File: src/rtl/fplin_pkg.sv
package fplin_pkg;

    // Output presentation state
    typedef enum logic {
        ST_IDLE = 1'b0,
        ST_EMIT = 1'b1
    } fplin_state_e;

    // Exponent step weight, decoded from the weight control bit
    typedef enum logic {
        STEP_ONE = 1'b0,
        STEP_TWO = 1'b1
    } fplin_step_e;

endpackage

File: src/rtl/fplin_shift_calc.sv
module fplin_shift_calc
    import fplin_pkg::*;
#(
    parameter int EXP_W   = 3,
    parameter int SCL_W   = 5,
    parameter int SHIFT_W = 6
) (
    input  logic [EXP_W-1:0]     exp_raw,
    input  logic                 lvl,
    input  logic [2*SCL_W+1:0]   ctrl,
    output logic [SHIFT_W-1:0]   shift_amt
);
    localparam int CTRL_W  = 2*SCL_W + 2;
    localparam int POL_BIT = CTRL_W - 1;
    localparam int WGT_BIT = CTRL_W - 2;

    logic [EXP_W-1:0]   exp_eff;
    fplin_step_e        step;
    logic [SHIFT_W-1:0] contrib;
    logic [SCL_W-1:0]   scale_sel;

    always_comb begin
        exp_eff = ctrl[POL_BIT] ? ~exp_raw : exp_raw;
        step    = fplin_step_e'(ctrl[WGT_BIT]);
        unique case (step)
            STEP_ONE: contrib = SHIFT_W'(exp_eff);
            STEP_TWO: contrib = SHIFT_W'({exp_eff, 1'b0});
            default:  contrib = '0;
        endcase
        scale_sel = lvl ? ctrl[2*SCL_W-1:SCL_W] : ctrl[SCL_W-1:0];
        shift_amt = contrib + SHIFT_W'(scale_sel);
    end

endmodule

File: src/rtl/fplin_barrel.sv
module fplin_barrel #(
    parameter int IN_W    = 12,
    parameter int OUT_W   = 24,
    parameter int SHIFT_W = 6
) (
    input  logic [IN_W-1:0]    mant,
    input  logic [SHIFT_W-1:0] amt,
    output logic [OUT_W-1:0]   result
);
    localparam int STAGES = $clog2(OUT_W);
    localparam int PAD_W  = OUT_W - IN_W;

    logic signed [OUT_W-1:0] stage [0:STAGES];
    logic                    beyond;

    assign stage[0] = {mant, {PAD_W{1'b0}}};

    generate
        for (genvar k = 0; k < STAGES; k++) begin : g_stage
            assign stage[k+1] = amt[k] ? (stage[k] >>> (1 << k)) : stage[k];
        end
    endgenerate

    assign beyond = (amt >= SHIFT_W'(OUT_W));
    assign result = beyond ? {OUT_W{mant[IN_W-1]}} : stage[STAGES];

endmodule

File: src/rtl/fplin_top.sv
module fplin_top
    import fplin_pkg::*;
#(
    parameter int MANT_W = 12,
    parameter int EXP_W  = 3,
    parameter int SCL_W  = 5,
    parameter int OUT_W  = 24
) (
    input  logic                  clk,
    input  logic                  rst_n,
    input  logic                  in_valid,
    input  logic [MANT_W-1:0]     in_mant,
    input  logic [EXP_W-1:0]      in_exp,
    input  logic                  in_lvl,
    input  logic [2*SCL_W+1:0]    scale_ctrl,
    output logic                  out_valid,
    output logic [OUT_W-1:0]      out_data
);
    localparam int MAX_SHIFT = ((1 << EXP_W) - 1) * 2 + (1 << SCL_W) - 1;
    localparam int SHIFT_W   = $clog2(MAX_SHIFT + 1);

    logic [SHIFT_W-1:0] shift_amt;
    logic [OUT_W-1:0]   shifted;
    logic [OUT_W-1:0]   data_q;
    fplin_state_e       state_q, state_d;

    fplin_shift_calc #(
        .EXP_W  (EXP_W),
        .SCL_W  (SCL_W),
        .SHIFT_W(SHIFT_W)
    ) u_calc (
        .exp_raw  (in_exp),
        .lvl      (in_lvl),
        .ctrl     (scale_ctrl),
        .shift_amt(shift_amt)
    );

    fplin_barrel #(
        .IN_W   (MANT_W),
        .OUT_W  (OUT_W),
        .SHIFT_W(SHIFT_W)
    ) u_barrel (
        .mant  (in_mant),
        .amt   (shift_amt),
        .result(shifted)
    );

    // Next state
    always_comb begin
        unique case (state_q)
            ST_IDLE: state_d = in_valid ? ST_EMIT : ST_IDLE;
            ST_EMIT: state_d = in_valid ? ST_EMIT : ST_IDLE;
            default: state_d = ST_IDLE;
        endcase
    end

    // State register
    always_ff @(posedge clk) begin
        if (!rst_n) state_q <= ST_IDLE;
        else        state_q <= state_d;
    end

    // Data register: loads only on a valid sample
    always_ff @(posedge clk) begin
        if (!rst_n)        data_q <= '0;
        else if (in_valid) data_q <= shifted;
    end

    // Outputs
    always_comb begin
        unique case (state_q)
            ST_IDLE: out_valid = 1'b0;
            ST_EMIT: out_valid = 1'b1;
            default: out_valid = 1'b0;
        endcase
        out_data = data_q;
    end

    AST_VALID_RISE: assert property (@(posedge clk) disable iff (!rst_n)
        in_valid |=> out_valid);
    AST_VALID_DROP: assert property (@(posedge clk) disable iff (!rst_n)
        !in_valid |=> !out_valid);
    AST_HOLD_DATA: assert property (@(posedge clk) disable iff (!rst_n)
        !in_valid |=> $stable(out_data));
    AST_SAT_FILL: assert property (@(posedge clk) disable iff (!rst_n)
        (shift_amt >= SHIFT_W'(OUT_W)) |-> (shifted == {OUT_W{in_mant[MANT_W-1]}}));
    AST_SIGN_KEPT: assert property (@(posedge clk) disable iff (!rst_n)
        in_valid |=> (out_data[OUT_W-1] == $past(in_mant[MANT_W-1])));

endmodule

File: config.mk
export PLATFORM = sky130hd
export DESIGN_NAME = fplin_top
export DESIGN_NICKNAME = d
export VERILOG_FILES = /design/src/rtl/fplin_pkg.sv /design/src/rtl/fplin_shift_calc.sv /design/src/rtl/fplin_barrel.sv /design/src/rtl/fplin_top.sv
export SDC_FILE = /design/constraint.sdc
export NUM_CORES = 1
export LEC_CHECK = 0
export ABC_AREA = 0
export BUFFER_PORTS_ARGS = -buffer_cell sky130_fd_sc_hd__buf_2
export CELL_PAD_IN_SITES_DETAIL_PLACEMENT = 0
export CELL_PAD_IN_SITES_GLOBAL_PLACEMENT = 1
export CORE_AREA = 3 3 78 80
export DETAILED_ROUTE_END_ITERATION = 8
export DIE_AREA = 0 0 81 83
export GPL_ROUTABILITY_DRIVEN = 0
export GPL_TIMING_DRIVEN = 0
export PLACE_DENSITY = 0.94
export SYNTH_ARGS = -nofsm -noshare
export SYNTH_HDL_FRONTEND = slang
export SYNTH_SLANG_ARGS = --single-unit
File: constraint.sdc
create_clock -name clk -period 8.65 [get_ports clk]
set_clock_uncertainty 0.2 [all_clocks]
set_input_delay 0.865 -clock clk [delete_from_list [all_inputs] [get_ports clk]]
set_output_delay 0.865 -clock clk [all_outputs]
set_load 0.005 [all_outputs]
* Word-level counts from Yosys, hierarchy flattened *
Cells that the tools add are included.

operators by class
  bitwise gates (word level) = 3
  $lt $le $gt $ge = 1
  multiplexer cells = 11
  $add $sub $neg = 1

operators with widths
  kind                number
  $mux 23             6
  $pmux 6 s2          1
  $add 6x5->6         1
  $ge 6x5->1 const B  1
  $mux 5              1
  $mux 3              1
  $not 3->3           1
  $not 1->1           2
  $pmux 1 s2          1
  $mux 1              1

word-level totals
  bits in registers = 25
  logic and storage cells = 18

* Depth between registers and ports, before layout *
Gate-level depths: netlist of run 1.

  word-level depth = 10
  mapped depth = 12

* By module *
Synthesis of run 1 repeated with hierarchy kept, for this count alone.

unflattened totals
  cells, all modules = 248
  area, all modules = 2247.2 um2

by module, submodules not included
  module            times used  cells an instance  sequential area each (um2)  area an instance (um2)
  fplin_barrel      1           141                0.0                         1027.2
  fplin_top         1           79                 500.5                       955.9
  fplin_shift_calc  1           28                 0.0                         264.0

* Worst setup path after synthesis of run 1 *
No wires, ideal clock.

  path type = in2reg
  start point = input in_lvl
  end point = register data_q[6] (netlist: out_data[6])
  required time = 8.371 ns
  slack = 5.053 ns
  stages = 8
  arrival time = 3.318 ns
  cells stage by stage = mux2_2 > ha_1 > inv_1 > fa_1 > xor2_2 > mux4_2 > mux4_2 > o211ai_1

on the way
  cells in the longest elaborated chain, start to end = 8

ends and longest elaborated chain
  element                 RTL line                source
  start: declaration      fplin_top.sv:14         input logic in_lvl,
  $mux 5 *                fplin_shift_calc.sv:30  scale_sel = lvl ? ctrl[2*SCL_W-1:SCL_W] : ctrl[SCL_W-1:0];
  $add 6x5->6 *           fplin_shift_calc.sv:31  shift_amt = contrib + SHIFT_W'(scale_sel);
  $mux 23 (5 in a row)    fplin_barrel.sv:20      assign stage[k+1] = amt[k] ? (stage[k] >>> (1 << k)) : stage[k];
  $mux 23 *               fplin_barrel.sv:25      assign result = beyond ? {OUT_W{mant[IN_W-1]}} : stage[STAGES];
  end signal: assignment  fplin_top.sv:66         else if (in_valid) data_q <= shifted;
  end: declaration        fplin_top.sv:24         logic [OUT_W-1:0] data_q;

Mark *: on every way between the ends. The rest lies on a longest branch, timed or not.
A chain may end at the register's enable or synchronous reset.

* Final worst setup path of run 1 *
Ends and elaborated chain as after synthesis.

==> impl_metrics.py, run 1 <==
metrics = {
    "outcome": {
        "status": "finished clean",
    },
    "die": {
        "die_w_um": 81,
        "pin_count": 56,
        "placementRows": 27,
        "die_area_mm2": 0.00672,
        "fp.dieH_um": 83,
        "start_util_pct": 42.5,
        "core-area_mm2": 0.00547,
    },
    "setup_path": {
        "worstReg2RegStart": "out_data[0]",
        "crit_chain": "buf_2, mux2_2, ha_1, inv_1, fa_1, xor2_2, mux4_2, mux4_2, o211ai_1",
        "setup.worst_path.class": "in2reg",
        "rrSetupSlack_ns": 7.67,
        "cp_max_fo": 7,
        "crit_start": "in_lvl",
        "cpMostUsedCell": "mux4_2",
        "worst_setup_path_end_kind": "register",
        "worst_path_max_delay_cell": "mux4_2",
        "r2r-end": "out_data[0]",
        "crit_required_ns": 8.65,
        "reg2regPathDepth": 3,
        "cp-start-kind": "input pin",
        "cpPeakStageDelay_ns": 0.58,
        "arrival_ns": 3.71,
    },
    "global_route": {
        "first_global_vias": 2148,
        "antenna_found_initial": 0,
        "grt_pass1_wl_mm": 10.3,
        "globalRouteTotalUtil_pct": 18.8,
        "grt_overflow": 0,
        "grt_max_degree": 15,
    },
    "power": {
        "p_leak_nw": 1.20,
        "vdd.ir_drop.worst_v": 0.0000907,
        "power.density_mw_per_mm2": 194,
        "p_int_uw": 302,
        "p_switching_uw": 226,
        "clkPwrFrac_pct": 13.0,
        "swShare_pct": 42.8,
        "p_seq_share_pct": 26.2,
        "combPwrFrac_pct": 60.8,
    },
    "detailed_routing": {
        "first_pass_iters": 4,
        "drt-total-wl_mm": 6.18,
        "drc": 0,
        "postRouteAntennaNets": 0,
        "drtIter0Drc": 188,
        "vias": 2329,
        "wl_per_cell_um": 15.3,
        "avgViaCountPerCell": 5.75,
    },
    "sta": {
        "fin_hold_ws_ns": 0.263,
        "setup_viol": 0,
        "layout_min_cycle_time_ns": 3.70,
        "rsz0062_at_grt": "false",
        "hold_viol": 0,
        "drv_slew": 0,
        "fin_setup_tns_ns": 0,
        "worst_pin_slew_ns": 0.595,
        "timing.final.crit_share_pct": 42.8,
        "slew_headroom_pct": 60.2,
        "max_freq_mhz": 270,
    },
    "cts": {
        "clkLatencyLatePin_ns": 0.27,
        "root_buffer": "clkbuf_8",
        "cts_tree": "done",
        "cts_made_buffers": 3,
        "cts_setup_buffers": 0,
        "cts_repair_resize_count": 0,
        "hold_buffers": 0,
        "h-tree-depth": 1,
        "clock_sinks": 25,
        "path_clk_slew_ns": 0.08,
        "cts_buffer_depth": 2,
    },
    "logic_synthesis": {
        "async_flop_share_pct": 0,
        "avgSynthCellArea_um2": 8.39,
        "syn_inst": 277,
        "synth-main-ff-cell": "dfxtp_1",
        "synth_top_family_by_area": "compound AO/OA/AOI/OAI gates",
        "yosys.area_share.simple_pct": 17.5,
        "synthMuxAreaShare_pct": 21.9,
        "ys_ff_latch": 25,
        "netlist_area_mm2": 0.00232,
        "synth_compound_area_share_pct": 23.8,
        "yosysWarningCount": 0,
        "synth_edf_count": 0,
        "synth_cell_type_count": 55,
        "synth_xor_area_share_pct": 4.74,
        "ys_seq_area_share_pct": 21.5,
        "synth_nets": 313,
        "synth_fa_ha_area_share_pct": 3.01,
    },
    "min_path": {
        "whs_path_depth": 2,
        "min-delay-start": "out_data[11]",
        "hp-class": "reg2reg",
        "min_to": "out_data[11]",
    },
    "final_layout": {
        "syn_to_final_growth_pct": 17.1,
        "stdcell_area_mm2": 0.00272,
        "drive_gt1_share_pct": 27.9,
        "antenna_cells": 0,
        "fill_cells": 557,
        "layout.nets": 370,
    },
    "place": {
        "io_buffers": 52,
        "dp_hpwl_mm": 4.88,
        "placed_area_mm2": 0.00268,
    },
    "run": {
        "drv_cap": 0,
    },
}
## cell type report
class,instances,area (µm²),share of cell area (%)
Inverter,12,45.0,1.66
Clock inverter,1,5.00,0.184
Clock buffer,3,41.3,1.52
Tap cell,72,90.1,3.31
Timing Repair Buffer,52,260,9.56
Buffer,23,130,4.78
Multi-Input combinational cell,217,1650,60.6
Sequential cell,25,500,18.4
## metrics by stage
stage	setup WS, ns	cells	power (mW)	util [%]
floorplan	5.05	277	0.375	-
global placement	4.68	401	0.452	48.9
detailed placement	4.64	401	0.455	48.9
CTS	4.92	405	0.523	49.7
global route	4.70	405	0.562	49.7
finish	4.95	405	0.527	49.7
## state kept, by name, indices dropped and copies added (netlist names)
name / count
out_data: 24
state_q: 1
## Yosys cell counts (2+ instances only)
| library cell | count | area [µm²] |
|---|---|---|
| a31oi_1 | 7 | 43.8 |
| xnor2_2 | 2 | 32.5 |
| nor2b_1 | 6 | 37.5 |
| or2_2 | 2 | 12.5 |
| xor2_1 | 2 | 17.5 |
| nand2_1 | 21 | 78.8 |
| ha_1 | 4 | 50.1 |
| clkbuf_1 | 11 | 41.3 |
| nand3_1 | 16 | 80.1 |
| a32o_1 | 4 | 40.0 |
| nor3_1 | 4 | 20.0 |
| inv_1 | 12 | 45.0 |
| xnor2_1 | 5 | 43.8 |
| o2111a_1 | 2 | 22.5 |
| nand4_1 | 2 | 12.5 |
| mux4_2 | 5 | 113 |
| o221ai_1 | 5 | 43.8 |
| o21a_1 | 3 | 22.5 |
| nand2b_1 | 5 | 31.3 |
| mux2_2 | 12 | 135 |
| buf_6 | 4 | 45.0 |
| o211a_1 | 2 | 20.0 |
| a21boi_0 | 2 | 15.0 |
| nor4_1 | 2 | 12.5 |
| dfxtp_1 | 25 | 500 |
| mux2i_1 | 26 | 260 |
| o31a_1 | 2 | 17.5 |
| a21oi_1 | 16 | 80.1 |
| buf_2 | 5 | 25.0 |
| o2bb2ai_1 | 2 | 17.5 |
| nor2_1 | 11 | 41.3 |
| o211ai_1 | 7 | 52.6 |
| o21ai_0 | 20 | 100 |
| buf_4 | 2 | 15.0 |
## worst max-delay path, delay by kind of cell
family | cells | cell delay (ns)
xor+xnor | 1 | 0.42
compound gates | 1 | 0.18
buf+inv | 2 | 0.22
fa+ha+maj | 2 | 0.73
mux | 3 | 1.30
## per-layer routing
metal | GRT usage (%) | wire length (µm) | vias to the layer above
met5 | 0 | 0 | -
met1 | 28.2 | 2830 | 1115
met2 | 29.0 | 2930 | 71
met4 | 3.53 | 60 | 0
met3 | 2.39 | 359 | 4
li1 | - | - | 1139
## power by group through the flow
stage	sequential [mW]	clock, mW	combinational [mW]
final	0.138	0.0687	0.321
after global routing	0.139	0.0735	0.349
after CTS	0.138	0.0695	0.316
after detailed placement	0.141	0	0.314
after global placement	0.140	0	0.312
after floorplan	0.142	0	0.233
## how the worst max path moves through the flow
stage / to / cells after the start / slack, ns
after floorplan: out_data[6] / 8 / 5.05
after global placement: out_data[6] / 9 / 4.68
final: out_data[6] / 9 / 4.95
after CTS: out_data[6] / 9 / 4.92
after detailed placement: out_data[6] / 9 / 4.64
after global routing: out_data[3] / 12 / 4.70
## logic make-up after synthesis
family,Yosys count
compound gates,80
simple gates,79
mux,43
buf+inv,35
flops,25
xor+xnor,10
fa+ha+maj,5
## placed cells by master, fill, tap and decap left out, types with 2 or more instances in the layout
cell | Yosys | layout
a21boi_0 | 2 | 2
a21oi_1 | 16 | 16
a31oi_1 | 7 | 7
a32o_1 | 4 | 4
buf_2 | 5 | 57
buf_4 | 2 | 2
buf_6 | 4 | 4
clkbuf_1 | 11 | 11
clkbuf_8 | 0 | 3
dfxtp_1 | 25 | 25
ha_1 | 4 | 4
inv_1 | 12 | 12
mux2_2 | 12 | 12
mux2i_1 | 26 | 26
mux4_2 | 5 | 5
nand2_1 | 21 | 21
nand2b_1 | 5 | 5
nand3_1 | 16 | 16
nand4_1 | 2 | 2
nor2_1 | 11 | 11
nor2b_1 | 6 | 6
nor3_1 | 4 | 4
nor4_1 | 2 | 2
o2111a_1 | 2 | 2
o211a_1 | 2 | 2
o211ai_1 | 7 | 7
o21a_1 | 3 | 3
o21ai_0 | 20 | 20
o221ai_1 | 5 | 5
o2bb2ai_1 | 2 | 2
o31a_1 | 2 | 2
or2_2 | 2 | 2
xnor2_1 | 5 | 5
xnor2_2 | 2 | 2
xor2_1 | 2 | 2
Note: power is estimated with default switching activity, not from simulation.
==> run 2: changes to the inputs <==
CORE_AREA = 3 3 81 83   (was 3 3 78 80)
DIE_AREA = 0 0 84 86   (was 0 0 81 83)
PLACE_DENSITY = 0.89   (was 0.94)
clock period = 3.7 ns   (was 8.65 ns; I/O delays follow)
==> run 2 against run 1 <==
Register-to-register slack worse by 4.9 ns. Die area up 7.5%. Hold slack worse by 0.0045 ns. Total power up 130%. Worst setup slack worse by 4.5 ns. Largest cell class unchanged. Largest power group unchanged. Highest routed layer unchanged.
==> impl_metrics.py, run 2 (synthesis results as in run 1) <==
metrics = {
    "cts": {
        "cts_made_buffers": 3,
        "h-tree-depth": 1,
        "cts_buffer_depth": 2,
        "root_buffer": "clkbuf_8",
        "cts_tree": "done",
        "hold_buffers": 0,
        "cts_repair_resize_count": 0,
        "clock_sinks": 25,
        "path_clk_slew_ns": 0.08,
        "clkLatencyLatePin_ns": 0.26,
        "cts_setup_buffers": 0,
    },
    "detailed_routing": {
        "drc": 0,
        "drt-total-wl_mm": 6.33,
        "first_pass_iters": 4,
        "avgViaCountPerCell": 5.79,
        "wl_per_cell_um": 15.5,
        "vias": 2363,
        "postRouteAntennaNets": 0,
        "drtIter0Drc": 219,
    },
    "setup_path": {
        "cp_max_fo": 7,
        "setup.worst_path.class": "in2reg",
        "worst_path_max_delay_cell": "mux4_2",
        "worst_setup_path_end_kind": "register",
        "cp-start-kind": "input pin",
        "cpLargestDelayFamily": "multiplexers",
        "cpPeakStageDelay_ns": 0.59,
        "crit_required_ns": 3.69,
        "arrival_ns": 3.29,
        "worst-path-buf-inv": 2,
        "cpMostUsedCell": "mux4_2",
        "crit_chain": "buf_2, mux2_2, ha_1, inv_1, fa_1, xor2_2, mux4_2, mux4_2, o211ai_1",
    },
    "final_layout": {
        "drive_gt1_share_pct": 27.6,
        "final_core_util_pct": 46.0,
        "fill_cells": 610,
        "final_cell_mix": "57 x buf_2, 26 x mux2i_1, 25 x dfxtp_1",
        "antenna_cells": 0,
        "largest_register_ffs": 24,
        "mostFrequentLayoutCell": "buf_2",
        "layout.nets": 370,
        "syn_to_final_growth_pct": 17.2,
    },
    "die": {
        "core-area_mm2": 0.00592,
        "die_w_um": 84,
        "pin_count": 56,
        "die_area_mm2": 0.00722,
        "fp.dieH_um": 86,
        "start_util_pct": 39.3,
        "placementRows": 28,
    },
    "place": {
        "io_buffers": 52,
        "dp_hpwl_mm": 5.12,
    },
    "sta": {
        "slew_headroom_pct": 59.2,
        "worst_pin_slew_ns": 0.610,
        "rsz0062_at_grt": "false",
        "drv_slew": 0,
        "timing.final.crit_share_pct": 89.0,
        "setup_viol": 0,
        "fin_setup_tns_ns": 0,
        "max_freq_mhz": 304,
        "hold_viol": 0,
        "layout_min_cycle_time_ns": 3.29,
    },
    "global_route": {
        "grt_pass1_wl_mm": 10.7,
        "grt_overflow": 0,
        "first_global_vias": 2251,
        "antenna_found_initial": 0,
        "grt_max_degree": 14,
        "globalRouteTotalUtil_pct": 17.8,
    },
    "power": {
        "p_leak_nw": 1.20,
        "power.density_mw_per_mm2": 451,
        "vdd.ir_drop.worst_v": 0.000197,
    },
    "run": {
        "drv_cap": 0,
    },
    "min_path": {
        "hp-class": "reg2reg",
    },
    "outcome": {
        "status": "finished clean",
    },
}
[run 2: changes by cell type in the layout (fill, tap and decap cells not counted)]
cell	before	now
clkinv_2	1	0
clkbuf_1	11	12
[run 2: routing by layer]
layer | routed length [µm] | GRT usage [%] | vias up
li1 | - | - | 1146
met1 | 2870 | 23.9 | 1139
met2 | 3030 | 29.5 | 66
met3 | 336 | 3.65 | 12
met4 | 91 | 3.95 | 0
met5 | 0 | 0 | -
[run 2: layout make-up]
cell class,instances,area [µm²],area share (%)
inverter,12,45.0,1.65
timing repair buffer,52,260,9.55
multi-input combinational,217,1650,60.5
tap,75,93.8,3.45
clock buffer,4,45.0,1.65
buffer,23,130,4.78
sequential,25,500,18.4
[run 2: where the power goes]
part / switching (mW) / internal, mW
logic: 0.426 / 0.324
registers: 0.0172 / 0.306
clock network: 0.0784 / 0.0769
total: 0.522 / 0.707
[run 2: tightest hold or removal path, delay by kind of cell (launching register included)]
family,cells,cell delay (ns)
AO/OA/AOI/OAI,1,0.06
flip-flops,1,0.33
AND/OR/NAND/NOR,1,0.05
[run 2: worst paths after layout]
kind	from	endpoint	slack [ns]	cells past startpoint
worst max-delay path	in_lvl	out_data[6]	0.41	9
worst min-delay path	out_data[11]	out_data[11]	0.26	2
worst min register to register	out_data[11]	out_data[11]	0.26	2
worst max register to register	out_data[0]	out_data[0]	2.72	3
[run 2: metrics by stage]
stage	worst slack, ns	area, µm²	cells	hold slack (ns)	power (mW)
after floorplan	0.598	2320	277	0.249	0.876
after global placement	0.211	2680	404	0.236	1.06
after CTS	0.427	2720	408	0.262	1.22
after global routing	0.221	2720	408	0.300	1.33
final	0.406	2720	408	0.259	1.23
after detailed placement	0.158	2680	404	0.243	1.07
